--- config.mk ---
export PLATFORM = sky130hd
export DESIGN_NAME = bmx_cfg_bank
export DESIGN_NICKNAME = d
export VERILOG_FILES = /design/src/rtl/bmx_cfg_pkg.sv /design/src/rtl/bmx_addr_decode.sv /design/src/rtl/bmx_cfg_reg.sv /design/src/rtl/bmx_rd_mux.sv /design/src/rtl/bmx_cfg_bank.sv
export SDC_FILE = /design/constraint.sdc
export NUM_CORES = 1
export LEC_CHECK = 0
export BUFFER_PORTS_ARGS = -buffer_cell sky130_fd_sc_hd__buf_4
export CAP_MARGIN = 20
export CELL_PAD_IN_SITES_DETAIL_PLACEMENT = 1
export CELL_PAD_IN_SITES_GLOBAL_PLACEMENT = 1
export CORE_UTILIZATION = 44
export DETAILED_ROUTE_END_ITERATION = 6
export PLACE_DENSITY_LB_ADDON = 0.3
export SLEW_MARGIN = 20
export SYNTH_ARGS = -nofsm -noshare
export SYNTH_HDL_FRONTEND = slang
export SYNTH_SLANG_ARGS = --single-unit
--- constraint.sdc ---
create_clock -name clk -period 2.39 [get_ports clk]
set_input_delay 0.239 -clock clk [delete_from_list [all_inputs] [get_ports clk]]
set_output_delay 0.239 -clock clk [all_outputs]
set_load 0.02 [all_outputs]
--- src/rtl/bmx_cfg_pkg.sv ---
package bmx_cfg_pkg;

    typedef enum logic [1:0] {
        OP_ASSIGN = 2'b00,
        OP_CLEAR  = 2'b01,
        OP_SET    = 2'b10,
        OP_FLIP   = 2'b11
    } wr_op_e;

    typedef enum logic [2:0] {
        SLOT_CTRL        = 3'd0,
        SLOT_RAM_KPROG   = 3'd1,
        SLOT_RAM_UDATA   = 3'd2,
        SLOT_RAM_UPROG   = 3'd3,
        SLOT_FLASH_UPROG = 3'd4,
        SLOT_RAM_SIZE    = 3'd5,
        SLOT_FLASH_SIZE  = 3'd6,
        SLOT_BOOT_SIZE   = 3'd7
    } slot_e;

    localparam int          WIN_BYTES = 128;
    localparam int          OP_LSB    = 2;
    localparam int          SLOT_LSB  = 4;
    localparam int          SLOT_W    = $clog2(WIN_BYTES) - SLOT_LSB;
    localparam int          NUM_RW    = 5;
    localparam logic [31:0] CTRL_RST  = 32'h001F_0041;

    function automatic logic [31:0] apply_op(wr_op_e op, logic [31:0] cur, logic [31:0] d);
        logic [31:0] r;
        unique case (op)
            OP_ASSIGN: r = d;
            OP_CLEAR:  r = cur & ~d;
            OP_SET:    r = cur | d;
            OP_FLIP:   r = cur ^ d;
        endcase
        return r;
    endfunction

endpackage

--- src/rtl/bmx_addr_decode.sv ---
module bmx_addr_decode
    import bmx_cfg_pkg::*;
#(
    parameter int ADDR_W = 9
) (
    input  logic [ADDR_W-1:0] addr,
    output logic              in_win,
    output slot_e             slot,
    output wr_op_e            op
);

    always_comb begin
        in_win = (addr < ADDR_W'(WIN_BYTES));
        slot   = slot_e'(addr[SLOT_LSB +: SLOT_W]);
        op     = wr_op_e'(addr[OP_LSB +: 2]);
    end

endmodule

--- src/rtl/bmx_cfg_reg.sv ---
module bmx_cfg_reg
    import bmx_cfg_pkg::*;
#(
    parameter int              DATA_W = 32,
    parameter logic [DATA_W-1:0] RST_VAL = '0
) (
    input  logic              clk,
    input  logic              rst_n,
    input  logic              we,
    input  wr_op_e            op,
    input  logic [DATA_W-1:0] wdata,
    output logic [DATA_W-1:0] q
);

    always_ff @(posedge clk) begin
        if (!rst_n) begin
            q <= RST_VAL;
        end else if (we) begin
            q <= apply_op(op, q, wdata);
        end
    end

endmodule

--- src/rtl/bmx_rd_mux.sv ---
module bmx_rd_mux
    import bmx_cfg_pkg::*;
#(
    parameter int DATA_W   = 32,
    parameter int RAM_KB   = 128,
    parameter int FLASH_KB = 512,
    parameter int BOOT_KB  = 12
) (
    input  logic              rd,
    input  logic              in_win,
    input  slot_e             slot,
    input  logic [DATA_W-1:0] regs [NUM_RW],
    output logic [DATA_W-1:0] rdata
);

    localparam logic [DATA_W-1:0] RAM_BYTES   = DATA_W'(RAM_KB * 1024);
    localparam logic [DATA_W-1:0] FLASH_BYTES = DATA_W'(FLASH_KB * 1024);
    localparam logic [DATA_W-1:0] BOOT_BYTES  = DATA_W'(BOOT_KB * 1024);

    always_comb begin
        rdata = '0;
        if (rd && in_win) begin
            unique case (slot)
                SLOT_CTRL:        rdata = regs[0];
                SLOT_RAM_KPROG:   rdata = regs[1];
                SLOT_RAM_UDATA:   rdata = regs[2];
                SLOT_RAM_UPROG:   rdata = regs[3];
                SLOT_FLASH_UPROG: rdata = regs[4];
                SLOT_RAM_SIZE:    rdata = RAM_BYTES;
                SLOT_FLASH_SIZE:  rdata = FLASH_BYTES;
                SLOT_BOOT_SIZE:   rdata = BOOT_BYTES;
            endcase
        end
    end

endmodule

--- src/rtl/bmx_cfg_bank.sv ---
module bmx_cfg_bank
    import bmx_cfg_pkg::*;
#(
    parameter int ADDR_W   = 9,
    parameter int DATA_W   = 32,
    parameter int RAM_KB   = 128,
    parameter int FLASH_KB = 512,
    parameter int BOOT_KB  = 12
) (
    input  logic              clk,
    input  logic              rst_n,
    input  logic [ADDR_W-1:0] bus_addr,
    input  logic              bus_wr,
    input  logic [DATA_W-1:0] bus_wdata,
    input  logic              bus_rd,
    output logic [DATA_W-1:0] bus_rdata,
    output logic [DATA_W-1:0] cfg_ctrl,
    output logic [DATA_W-1:0] cfg_ram_kprog,
    output logic [DATA_W-1:0] cfg_ram_udata,
    output logic [DATA_W-1:0] cfg_ram_uprog,
    output logic [DATA_W-1:0] cfg_flash_uprog
);

    logic              in_win;
    slot_e             slot;
    wr_op_e            op;
    logic [DATA_W-1:0] regs [NUM_RW];

    bmx_addr_decode #(.ADDR_W(ADDR_W)) dec_i (
        .addr   (bus_addr),
        .in_win (in_win),
        .slot   (slot),
        .op     (op)
    );

    for (genvar g = 0; g < NUM_RW; g++) begin : g_reg
        localparam logic [DATA_W-1:0] RST_G = (g == 0) ? DATA_W'(CTRL_RST) : '0;
        logic we_g;
        assign we_g = bus_wr && in_win && (int'(slot) == g);
        bmx_cfg_reg #(.DATA_W(DATA_W), .RST_VAL(RST_G)) reg_i (
            .clk   (clk),
            .rst_n (rst_n),
            .we    (we_g),
            .op    (op),
            .wdata (bus_wdata),
            .q     (regs[g])
        );
    end

    bmx_rd_mux #(
        .DATA_W   (DATA_W),
        .RAM_KB   (RAM_KB),
        .FLASH_KB (FLASH_KB),
        .BOOT_KB  (BOOT_KB)
    ) mux_i (
        .rd     (bus_rd),
        .in_win (in_win),
        .slot   (slot),
        .regs   (regs),
        .rdata  (bus_rdata)
    );

    assign cfg_ctrl        = regs[0];
    assign cfg_ram_kprog   = regs[1];
    assign cfg_ram_udata   = regs[2];
    assign cfg_ram_uprog   = regs[3];
    assign cfg_flash_uprog = regs[4];

endmodule

==> results of run 1 <==
## power by group
part           leakage, nW  switching, mW  internal, mW
Combinational         6.76          0.964         0.665
Sequential            1.29         0.0519          2.70
Clock                0.302           1.27          1.76
## cell usage after synthesis
master                        n  share of area
sky130_fd_sc_hd__a221oi_1     1        0.00057
sky130_fd_sc_hd__o22ai_1     28          0.011
sky130_fd_sc_hd__nor4bb_1     1        0.00065
sky130_fd_sc_hd__o311a_1      1        0.00065
sky130_fd_sc_hd__nor3_1       1        0.00032
sky130_fd_sc_hd__clkbuf_1   128          0.031
sky130_fd_sc_hd__buf_1        7         0.0017
sky130_fd_sc_hd__dfxtp_1    160           0.21
sky130_fd_sc_hd__o21bai_1     1        0.00048
sky130_fd_sc_hd__inv_1      192          0.047
sky130_fd_sc_hd__a211oi_1   158          0.077
sky130_fd_sc_hd__a2bb2oi_1   28          0.016
sky130_fd_sc_hd__or4b_1       1        0.00065
sky130_fd_sc_hd__nor3b_4      2         0.0024
sky130_fd_sc_hd__a211o_1      9         0.0051
sky130_fd_sc_hd__a31oi_1      8         0.0032
sky130_fd_sc_hd__ha_1       320           0.26
sky130_fd_sc_hd__nand2_1      8         0.0019
sky130_fd_sc_hd__o211a_1     28          0.018
sky130_fd_sc_hd__nor3b_1      2        0.00097
sky130_fd_sc_hd__and2_1       3         0.0012
sky130_fd_sc_hd__nor2b_1     30          0.012
sky130_fd_sc_hd__o21ai_1     63          0.020
sky130_fd_sc_hd__o21ai_0    105          0.034
sky130_fd_sc_hd__o2bb2ai_1    1        0.00057
sky130_fd_sc_hd__buf_4        1        0.00048
sky130_fd_sc_hd__mux2_2     161           0.12
sky130_fd_sc_hd__a21oi_1    294          0.095
sky130_fd_sc_hd__or3_1        3         0.0012
sky130_fd_sc_hd__mux2i_1      1        0.00065
sky130_fd_sc_hd__nor2_1      42          0.010
sky130_fd_sc_hd__a22oi_1     28          0.014
sky130_fd_sc_hd__and3_1       1        0.00040
sky130_fd_sc_hd__buf_2       19         0.0061
sky130_fd_sc_hd__buf_6        3         0.0022
sky130_fd_sc_hd__o221a_2      1        0.00073
sky130_fd_sc_hd__nor3_4       1         0.0011
## area by class of cell
| cell class | instances | area, um2 | area share |
|---|---|---|---|
| Clock buffer | 19 | 442.9 | 0.02401 |
| Tap cell | 455 | 569.3 | 0.03086 |
| Clock inverter | 12 | 166.4 | 0.009021 |
| Timing Repair Buffer | 280 | 2392 | 0.1297 |
| Sequential cell | 160 | 3203 | 0.1736 |
| Multi-Input combinational cell | 1331 | 10950 | 0.5936 |
| Inverter | 192 | 720.7 | 0.03907 |
| Antenna cell | 1 | 2.502 | 0.0001357 |
## layer usage
| metal | vias up | wire length, um |
|---|---|---|
| li1 | 6928 | - |
| met1 | 7347 | 23010 |
| met2 | 348 | 26340 |
| met3 | 74 | 2507 |
| met4 | 0 | 1259 |
| met5 | - | 0 |
## critical path, delay by kind of cell
family	cells	cell delay, ps
buffers and inverters	3	700
AND/OR/NAND/NOR	1	450
AO/OA/AOI/OAI	3	500
## kinds of logic (layout without fill, tap and decap cells)
logic type,Yosys count,after routing
buffers and inverters,350,503
multiplexers,162,162
flip-flops,160,160
AO/OA/AOI/OAI,754,754
adder cells (fa/ha/maj),320,320
other,0,1
AND/OR/NAND/NOR,95,95
## stage by stage
stage / hold slack [ps] / std cells / worst slack [ps] / cell area (um2) / power [mW]
5_1_grt: 287.1 / 2450 / 204.5 / 18450 / 7.725
3_5_place_dp: 555.7 / 2418 / 159.7 / 17830 / 4.407
6_report: 292.9 / 2450 / 250.6 / 18450 / 7.411
3_3_place_gp: 539.0 / 2418 / 195.2 / 17830 / 4.310
2_1_floorplan: 550.0 / 1841 / 382.9 / 15490 / 3.871
4_1_cts: 258.4 / 2449 / 246.5 / 18440 / 7.444
## path summary, 6_finish.rpt
kind / to / cells after the start / slack, ps
min: g_reg[4].reg_i.q[16]$_SDFFE_PN0P_ / 3 / 290
max reg2reg: g_reg[0].reg_i.q[0]$_SDFFE_PN1P_ / 5 / 830
min reg2reg: g_reg[1].reg_i.q[17]$_SDFFE_PN0P_ / 2 / 570
max: bus_rdata[10] / 7 / 250
==> tab_implementation.tex, run 1 <==
\begin{tabular}{lr}
\hline
Metric & Value \\
\hline
\multicolumn{2}{l}{\textbf{Status}} \\
Result of the run & finished, final reports clean \\
\multicolumn{2}{l}{\textbf{STA}} \\
Tightest Pin Transition & 558.0 ps \\
Tcrit/Tclk final & 0.8951 \\
Summed negative setup slack over all endpoints & 0 ps \\
Count of final hold-check violations & 0 \\
Top achievable clock speed & 0.4674 GHz \\
Worst setup skew after layout & 0 ps \\
Count of endpoints failing setup in the final report & 0 \\
Min Clock Period, post-route & 2139 ps \\
Headroom to the max-slew limit & 0.6280 \\
Setup repair after global routing missed its margin & no \\
Final count of pins violating max slew & 0 \\
\multicolumn{2}{l}{\textbf{Drt}} \\
Average vias per placed instance & 5.999 \\
Post-route ant nets & 0 \\
Post-route DRC & 0 \\
Number of detailed-routing iterations run before antenna repair & 5 \\
WL per Instance & 21.68 um \\
Routed WL & 53,120 um \\
Number of DRC markers in iteration 0 & 717 \\
Count of vias placed by the detailed router & 14.70k \\
\multicolumn{2}{l}{\textbf{Setup path}} \\
Type of destination of the critical path & output pin \\
Critical Setup Path Class & input pin to output pin \\
Delay contributed by the slowest stage of the critical path & 450 ps \\
Sequence of cells on the critical path & buf\_4, nor2b\_4, buf\_4, a22oi\_1, o22ai\_1, o211a\_1, buf\_4 \\
Worst setup startpoint & bus\_addr[6] \\
Worst path required time & 2150 ps \\
Source of the worst register-to-register timing path & g\_reg[0].reg\_i.q[0]\$\_SDFFE\_PN1P\_ \\
Max FO, Critical Path & 14 \\
CP max stage cell & sky130\_fd\_sc\_hd\_\_nor2b\_4 \\
CP startpoint kind & input pin \\
Cell occurring most often along the worst timing path & sky130\_fd\_sc\_hd\_\_buf\_4 \\
CP arrival & 1900 ps \\
\multicolumn{2}{l}{\textbf{Synthesis}} \\
Count of mapped cells out of synthesis & 1,841 \\
Post-Syn Nets & 2,206 \\
Count of distinct cell types in the synthesized netlist & 37 \\
Post-synthesis area per instance & 8.415 um2 \\
Multiplexer share of the synthesized area & 0.1177 \\
Synth Area in Compound Gates & 0.2959 \\
Number of register bits inferred by synthesis & 160 \\
Share of the yosys chip area belonging to registers & 0.2068 \\
Warnings from Yosys & 0 \\
Fraction of the mapped netlist area in simple logic gates & 0.03312 \\
Post-Synth XOR/XNOR Area & 0 \\
Adder and majority cell fraction of the synthesized area & 0.2585 \\
Largest family of logic cells by synthesized area & compound AO/OA/AOI/OAI gates \\
Area of the mapped netlist & 15,490 um2 \\
\multicolumn{2}{l}{\textbf{Global route}} \\
Global route hottest layer & met2 \\
Global-route wire length before repair & 83,840 um \\
Total routing usage reported by global routing & 0.2924 \\
Global routing met2 resource utilization & 0.5179 \\
Met1 Track Usage GR & 0.3566 \\
Number of antenna violations at the first check in global routing & 1 \\
Global-route track usage on met3 & 0.05220 \\
Leftover overflow at the end of global routing & 0 \\
Via count of the first global-routing pass & 15.28k \\
Pin count of the biggest net entering global routing & 76 \\
\multicolumn{2}{l}{\textbf{Power and ir drop}} \\
Ratio of total power to cell area & 401.7 nW/um2 \\
Static leakage & 8.355 nW \\
Worst vdd ir & 0.5330 mV \\
\multicolumn{2}{l}{\textbf{Final layout}} \\
Utilization after layout & 0.5327 \\
Flip-flop count of the largest register, all copies and words added & 160 \\
Reg with most FFs & g.reg\_i.q \\
Most common cell after layout, fill and taps aside & sky130\_fd\_sc\_hd\_\_ha\_1 \\
Total Nets Final & 2,347 \\
Commonest non-fill, non-tap cells in the layout & sky130\_fd\_sc\_hd\_\_ha\_1 (320), sky130\_fd\_sc\_hd\_\_a21oi\_1 (294), sky130\_fd\_sc\_hd\_\_buf\_4 (256), sky130\_fd\_sc\_hd\_\_inv\_1 (192), sky130\_fd\_sc\_hd\_\_mux2\_2 (161) \\
Layout-stage area growth over the synthesis result & 19.08\% \\
Largest registers & g.reg\_i.q (160) \\
Share of post-route cells with drive strength above 1 & 0.2417 \\
Filler cell count & 4,062 \\
\multicolumn{2}{l}{\textbf{Clock network}} \\
Insertion delay of the later-clocked pin in the worst-skew pair & 450 ps \\
CTS resizes & 0 \\
Number of buffers inserted for hold repair after clock tree synthesis & 0 \\
Buffer cell driving the clock tree root & sky130\_fd\_sc\_hd\_\_clkbuf\_16 \\
Clock net sink count & 160 \\
Total CTS buffers & 17 \\
Maximum level of the CTS H-tree & 4 \\
\# Post-CTS Setup Buffers & 0 \\
TritonCTS clock tree & yes \\
Clock transition at the registers of the reported paths & 70 ps \\
Largest buffer count on any clock path & 2 \\
\multicolumn{2}{l}{\textbf{Place}} \\
HPWL reported at the end of detailed placement & 34,860 um \\
Total of buffers placed on input and output ports & 234 \\
RD Place Congestion & 0.7759 \\
\multicolumn{2}{l}{\textbf{Die}} \\
Chip width & 189.6 um \\
Top Ports & 237 \\
Core Region & 34,630 um2 \\
Die Span Y & 189.6 um \\
Effective utilization at floorplan & 0.4474 \\
Die area & 35,960 um2 \\
Cell Rows & 68 \\
\multicolumn{2}{l}{\textbf{Job}} \\
\# Max-Cap Violations & 0 \\
\multicolumn{2}{l}{\textbf{Hold path}} \\
Worst min-delay path category & input pin to flip-flop \\
Hold path start & bus\_addr[2] \\
\hline
\end{tabular}
Note: power is estimated with default switching activity, not from simulation.
==> run 2, diff against run 1 <==
--- a/config.mk
+++ b/config.mk
@@ -13,3 +13,3 @@
 export DETAILED_ROUTE_END_ITERATION = 6
-export PLACE_DENSITY_LB_ADDON = 0.3
+export PLACE_DENSITY_LB_ADDON = 0.1
 export SLEW_MARGIN = 20
--- a/constraint.sdc
+++ b/constraint.sdc
@@ -3,2 +3,2 @@
 set_output_delay 0.239 -clock clk [all_outputs]
-set_load 0.02 [all_outputs]
+set_load 0.01 [all_outputs]
==> tab_implementation.tex, run 2 (synthesized netlist as in run 1, its figures left out) <==
\begin{tabular}{lr}
\hline
Metric & Value \\
\hline
\multicolumn{2}{l}{\textbf{Clock network}} \\
CTS resizes & 0 \\
Maximum level of the CTS H-tree & 4 \\
Clock transition at the registers of the reported paths & 70 ps \\
Clock net sink count & 160 \\
\# Post-CTS Setup Buffers & 0 \\
Number of buffers inserted for hold repair after clock tree synthesis & 0 \\
Insertion delay of the later-clocked pin in the worst-skew pair & 440 ps \\
Buffer cell driving the clock tree root & sky130\_fd\_sc\_hd\_\_clkbuf\_16 \\
TritonCTS clock tree & yes \\
Largest buffer count on any clock path & 2 \\
Total CTS buffers & 17 \\
\multicolumn{2}{l}{\textbf{Setup path}} \\
Number of cell instances on the worst register-to-register path & 5 \\
Type of destination of the critical path & output pin \\
Critical Setup Path Class & flip-flop to output pin \\
Worst setup startpoint & g\_reg[4].reg\_i.q[12]\$\_SDFFE\_PN0P\_ \\
Max FO, Critical Path & 4 \\
Source of the worst register-to-register timing path & g\_reg[0].reg\_i.q[20]\$\_SDFFE\_PN1P\_ \\
Worst setup path endpoint & bus\_rdata[12] \\
Slack of the worst reg-to-reg path & 800 ps \\
Crit Reg-Reg Endpoint & g\_reg[0].reg\_i.q[20]\$\_SDFFE\_PN1P\_ \\
CP arrival & 1830 ps \\
CP startpoint kind & flip-flop \\
Worst path required time & 2150 ps \\
\multicolumn{2}{l}{\textbf{STA}} \\
Headroom to the max-slew limit & 0.4733 \\
Final count of pins violating max slew & 0 \\
Top achievable clock speed & 0.4833 GHz \\
Worst hold-check slack & 273.5 ps \\
Count of final hold-check violations & 0 \\
Worst setup skew after layout & 0 ps \\
Tcrit/Tclk final & 0.8657 \\
Min Clock Period, post-route & 2069 ps \\
Tightest Pin Transition & 790.1 ps \\
Setup repair after global routing missed its margin & no \\
Summed negative setup slack over all endpoints & 0 ps \\
Count of endpoints failing setup in the final report & 0 \\
\multicolumn{2}{l}{\textbf{Die}} \\
Die Span Y & 189.6 um \\
Core Region & 34,630 um2 \\
Effective utilization at floorplan & 0.4474 \\
Cell Rows & 68 \\
Chip width & 189.6 um \\
Top Ports & 237 \\
Die area & 35,960 um2 \\
\multicolumn{2}{l}{\textbf{Hold path}} \\
Hold path start & rst\_n \\
Worst min-delay path category & input pin to flip-flop \\
\multicolumn{2}{l}{\textbf{Power and ir drop}} \\
Final Power & 7.174 mW \\
Ratio of total power to cell area & 389.1 nW/um2 \\
Worst vdd ir & 0.5499 mV \\
Static leakage & 8.360 nW \\
\multicolumn{2}{l}{\textbf{Final layout}} \\
Footprint of the multi-input gates & 10,950 um2 \\
Most common cell after layout, fill and taps aside & sky130\_fd\_sc\_hd\_\_ha\_1 \\
Reg with most FFs & g.reg\_i.q \\
Layout-stage area growth over the synthesis result & 19.01\% \\
Utilization after layout & 0.5324 \\
Commonest non-fill, non-tap cells in the layout & sky130\_fd\_sc\_hd\_\_ha\_1 (320), sky130\_fd\_sc\_hd\_\_a21oi\_1 (294), sky130\_fd\_sc\_hd\_\_buf\_4 (265), sky130\_fd\_sc\_hd\_\_inv\_1 (192), sky130\_fd\_sc\_hd\_\_mux2\_2 (161) \\
Antenna diodes & 0 \\
Largest registers & g.reg\_i.q (160) \\
Share of post-route cells with drive strength above 1 & 0.2428 \\
Total Nets Final & 2,354 \\
Post-route standard cell area excluding fillers & 18,440 um2 \\
Sequential cell area & 3203 um2 \\
Flip-flop count of the largest register, all copies and words added & 160 \\
Filler cell count & 4,106 \\
\multicolumn{2}{l}{\textbf{Place}} \\
RD Place Congestion & 0.7764 \\
Total of buffers placed on input and output ports & 234 \\
Cell area reported after detailed placement & 17,860 um2 \\
HPWL reported at the end of detailed placement & 34,260 um \\
\multicolumn{2}{l}{\textbf{Drt}} \\
Number of detailed-routing iterations run before antenna repair & 5 \\
Highest signal layer in the routed design & met4 \\
Average vias per placed instance & 5.919 \\
Routed length on met2 & 24,710 um \\
Met3 WL post-DR & 2240 um \\
Number of DRC markers in iteration 0 & 583 \\
Post-Route M1 WL & 23,110 um \\
Routed WL & 51,470 um \\
Count of vias placed by the detailed router & 14.54k \\
WL per Instance & 20.95 um \\
Post-route ant nets & 0 \\
Post-route DRC & 0 \\
\multicolumn{2}{l}{\textbf{Status}} \\
Result of the run & finished, final reports clean \\
\multicolumn{2}{l}{\textbf{Global route}} \\
Total routing usage reported by global routing & 0.2830 \\
Leftover overflow at the end of global routing & 0 \\
Via count of the first global-routing pass & 14.97k \\
Number of antenna violations at the first check in global routing & 0 \\
Pin count of the biggest net entering global routing & 108 \\
Global-route wire length before repair & 81,210 um \\
\multicolumn{2}{l}{\textbf{Job}} \\
\# Max-Cap Violations & 0 \\
\hline
\end{tabular}
## run 2: changes by cell type in the layout (fill, tap and decap cells not counted), sizes merged
cell,before,now
buf,280,287
bufinv,4,1
clkbuf,19,28
clkinv,7,2
diode,1,0
## run 2: area by class of cell
cell class                      count  share of cell area
Clock inverter                      4            0.002579
Timing Repair Buffer              287              0.1313
Inverter                          192             0.03909
Tap cell                          455             0.03088
Multi-Input combinational cell   1331              0.5939
Clock buffer                       28             0.02857
Sequential cell                   160              0.1737
## run 2: power breakdown
part / leakage (nW) / total [mW] / switching, mW / internal [mW]
sequential: 1.29 / 2.75 / 0.0513 / 2.70
combinational: 6.79 / 1.59 / 0.919 / 0.668
clock: 0.281 / 2.84 / 1.23 / 1.60
total: 8.36 / 7.17 / 2.20 / 4.97
## run 2: how the worst min path moves through the flow
stage | end | slack [ps] | cells past startpoint
floorplan | g_reg[0].reg_i.q[12]$_SDFFE_PN0P_ | 550 | 3
global placement | g_reg[1].reg_i.q[12]$_SDFFE_PN0P_ | 540 | 2
detailed placement | g_reg[1].reg_i.q[12]$_SDFFE_PN0P_ | 550 | 2
CTS | g_reg[0].reg_i.q[30]$_SDFFE_PN0P_ | 270 | 3
global route | g_reg[2].reg_i.q[2]$_SDFFE_PN0P_ | 300 | 3
finish | g_reg[0].reg_i.q[30]$_SDFFE_PN0P_ | 270 | 3
## run 2: metrics by stage
| step | std cells | setup slack, ps |
|---|---|---|
| finish | 2457 | 321.0 |
| global route | 2457 | 235.9 |
| floorplan | 1841 | 521.7 |
| detailed placement | 2425 | 134.7 |
| CTS | 2457 | 279.4 |
| global placement | 2425 | 180.6 |
## run 2: worst max-delay path, stage by stage (launching register included)
cell                      delay (ps)
sky130_fd_sc_hd__dfxtp_1         430
sky130_fd_sc_hd__inv_1            90
sky130_fd_sc_hd__or3_1           370
sky130_fd_sc_hd__a31oi_1         310
sky130_fd_sc_hd__buf_4           190
## run 2: layer usage
| layer | vias to the layer above | global-route usage |
|---|---|---|
| li1 | 6945 | - |
| met1 | 7245 | 0.3488 |
| met2 | 282 | 0.4934 |
| met3 | 71 | 0.04870 |
| met4 | 0 | 0.09801 |
| met5 | - | 0 |
==> run 3, diff against run 2 <==
Settings changed: PLACE_DENSITY set to 0.85, PLACE_DENSITY_LB_ADDON 0.1 to not set.
==> tab_implementation.tex, run 3 (synthesized netlist as in run 1, its figures left out) <==
\begin{tabular}{lr}
\hline
Metric & Value \\
\hline
\multicolumn{2}{l}{\textbf{Status}} \\
Result of the run & finished, final reports clean \\
\multicolumn{2}{l}{\textbf{Final layout}} \\
Sequential cell area & 3203 um2 \\
Flip-flop count of the largest register, all copies and words added & 160 \\
Most common cell after layout, fill and taps aside & sky130\_fd\_sc\_hd\_\_ha\_1 \\
Share of post-route cells with drive strength above 1 & 0.2420 \\
Largest registers & g.reg\_i.q (160) \\
Layout-stage area growth over the synthesis result & 19.22\% \\
Post-route standard cell area excluding fillers & 18,470 um2 \\
Filler cell count & 4,067 \\
Final Instance Count excl. Fillers & 2,452 \\
Total Nets Final & 2,349 \\
Utilization after layout & 0.5334 \\
Footprint of the multi-input gates & 10,950 um2 \\
Reg with most FFs & g.reg\_i.q \\
Commonest non-fill, non-tap cells in the layout & sky130\_fd\_sc\_hd\_\_ha\_1 (320), sky130\_fd\_sc\_hd\_\_a21oi\_1 (294), sky130\_fd\_sc\_hd\_\_buf\_4 (259), sky130\_fd\_sc\_hd\_\_inv\_1 (192), sky130\_fd\_sc\_hd\_\_mux2\_2 (161) \\
\multicolumn{2}{l}{\textbf{Global route}} \\
Pin count of the biggest net entering global routing & 108 \\
Global-route wire length before repair & 85,720 um \\
Leftover overflow at the end of global routing & 0 \\
Met1 Track Usage GR & 0.3570 \\
Global-route track usage on met3 & 0.04759 \\
Total routing usage reported by global routing & 0.3001 \\
Via count of the first global-routing pass & 15.71k \\
Global route hottest layer & met2 \\
Number of antenna violations at the first check in global routing & 0 \\
Global routing met2 resource utilization & 0.5207 \\
\multicolumn{2}{l}{\textbf{Clock network}} \\
Insertion delay of the later-clocked pin in the worst-skew pair & 440 ps \\
Buffer cell driving the clock tree root & sky130\_fd\_sc\_hd\_\_clkbuf\_16 \\
Clock transition at the registers of the reported paths & 60 ps \\
CTS resizes & 0 \\
\# Post-CTS Setup Buffers & 0 \\
Maximum level of the CTS H-tree & 4 \\
TritonCTS clock tree & yes \\
Total CTS buffers & 17 \\
Clock net sink count & 160 \\
Largest buffer count on any clock path & 2 \\
Number of buffers inserted for hold repair after clock tree synthesis & 0 \\
\multicolumn{2}{l}{\textbf{STA}} \\
Summed negative setup slack over all endpoints & 0 ps \\
Final worst setup slack & 247.1 ps \\
Worst setup skew after layout & 0 ps \\
Tcrit/Tclk final & 0.8966 \\
Count of final hold-check violations & 0 \\
Count of endpoints failing setup in the final report & 0 \\
Top achievable clock speed & 0.4667 GHz \\
Worst hold-check slack & 268.2 ps \\
Final count of pins violating max slew & 0 \\
Setup repair after global routing missed its margin & no \\
Tightest Pin Transition & 773.3 ps \\
Min Clock Period, post-route & 2143 ps \\
Headroom to the max-slew limit & 0.4845 \\
\multicolumn{2}{l}{\textbf{Setup path}} \\
Number of cell instances on the worst register-to-register path & 5 \\
CP max stage cell & sky130\_fd\_sc\_hd\_\_and2\_2 \\
Worst path required time & 2150 ps \\
Family of cells with the greatest summed delay on the critical path & buffers and inverters \\
CP startpoint kind & input pin \\
Sequence of cells on the critical path & buf\_4, and2\_2, buf\_4, a2bb2oi\_1, o22ai\_1, o211a\_1, buf\_4 \\
Max FO, Critical Path & 17 \\
Critical Setup Path Class & input pin to output pin \\
Number of stages on the worst setup path & 7 \\
Type of destination of the critical path & output pin \\
Crit path buf inv count & 3 \\
CP arrival & 1900 ps \\
Source of the worst register-to-register timing path & g\_reg[0].reg\_i.q[20]\$\_SDFFE\_PN1P\_ \\
Delay contributed by the slowest stage of the critical path & 460 ps \\
Cell occurring most often along the worst timing path & sky130\_fd\_sc\_hd\_\_buf\_4 \\
Worst setup startpoint & bus\_addr[4] \\
\multicolumn{2}{l}{\textbf{Die}} \\
Die area & 35,960 um2 \\
Core Region & 34,630 um2 \\
Die Span Y & 189.6 um \\
Cell Rows & 68 \\
Chip width & 189.6 um \\
Top Ports & 237 \\
Effective utilization at floorplan & 0.4474 \\
\multicolumn{2}{l}{\textbf{Hold path}} \\
Worst min-delay path category & input pin to flip-flop \\
Number of cells on the worst hold path & 2 \\
Hold path start & rst\_n \\
\multicolumn{2}{l}{\textbf{Place}} \\
Pre-CTS setup slack & 171.5 ps \\
Cell area reported after detailed placement & 17,840 um2 \\
Total of buffers placed on input and output ports & 234 \\
Cells after DPL & 2,420 \\
RD Place Congestion & 0.7825 \\
HPWL reported at the end of detailed placement & 35,610 um \\
\multicolumn{2}{l}{\textbf{Power and ir drop}} \\
Fraction of power spent switching nets & 0.3043 \\
Final Power & 7.473 mW \\
Share of total power in combinational logic & 0.216 \\
Worst vdd ir & 0.5274 mV \\
Ratio of total power to cell area & 404.6 nW/um2 \\
Static leakage & 8.366 nW \\
Clock share of power & 0.416 \\
Portion of total power attributed to sequential cells & 0.368 \\
Internal portion of total power & 5.199 mW \\
Switch Pwr & 2.274 mW \\
\multicolumn{2}{l}{\textbf{Drt}} \\
Number of detailed-routing iterations run before antenna repair & 7 \\
Count of vias placed by the detailed router & 15.06k \\
WL per Instance & 22.19 um \\
Post-route DRC & 0 \\
Average vias per placed instance & 6.140 \\
Routed WL & 54,420 um \\
Number of DRC markers in iteration 0 & 871 \\
Post-route ant nets & 0 \\
\multicolumn{2}{l}{\textbf{Job}} \\
\# Max-Cap Violations & 0 \\
\hline
\end{tabular}
## run 3: cell types whose count changed in the layout (fill, tap and decap cells not counted), sizes merged
| cell | change |
|---|---|
| diode | +1 |
| bufinv | +3 |
| buf | -5 |
| clkbuf | -6 |
| inv | +1 |
| clkinv | +1 |
## run 3: path summary, 6_finish.rpt
| kind | to | slack [ps] |
|---|---|---|
| worst max-delay path | bus_rdata[16] | 250 |
| worst min-delay path | g_reg[0].reg_i.q[0]$_SDFFE_PN1P_ | 270 |
| worst max register to register | g_reg[0].reg_i.q[20]$_SDFFE_PN1P_ | 790 |
| worst min register to register | g_reg[4].reg_i.q[0]$_SDFFE_PN0P_ | 590 |
## run 3: layer usage
metal / vias up / wire, um
met1: 7500 / 22530
met5: - / 0
met3: 155 / 2995
met4: 0 / 2340
li1: 6934 / -
met2: 467 / 26550
## run 3: layout make-up
type | count | area share
inverters | 192 | 0.03902
clock inverters | 9 | 0.008401
clock buffers | 22 | 0.02568
repair buffers | 282 | 0.1297
well taps | 455 | 0.03082
diodes | 1 | 0.0001355
flip-flops and latches | 160 | 0.1734
multi-input cells | 1331 | 0.5928
## run 3: power groups by stage
stage | clock (mW) | combinational (mW) | sequential [mW]
after floorplan | 0 | 1.03 | 2.81
after global placement | 0 | 1.47 | 2.81
after detailed placement | 0 | 1.58 | 2.81
after CTS | 3.12 | 1.61 | 2.75
after global routing | 3.24 | 1.77 | 2.76
final | 3.10 | 1.62 | 2.75
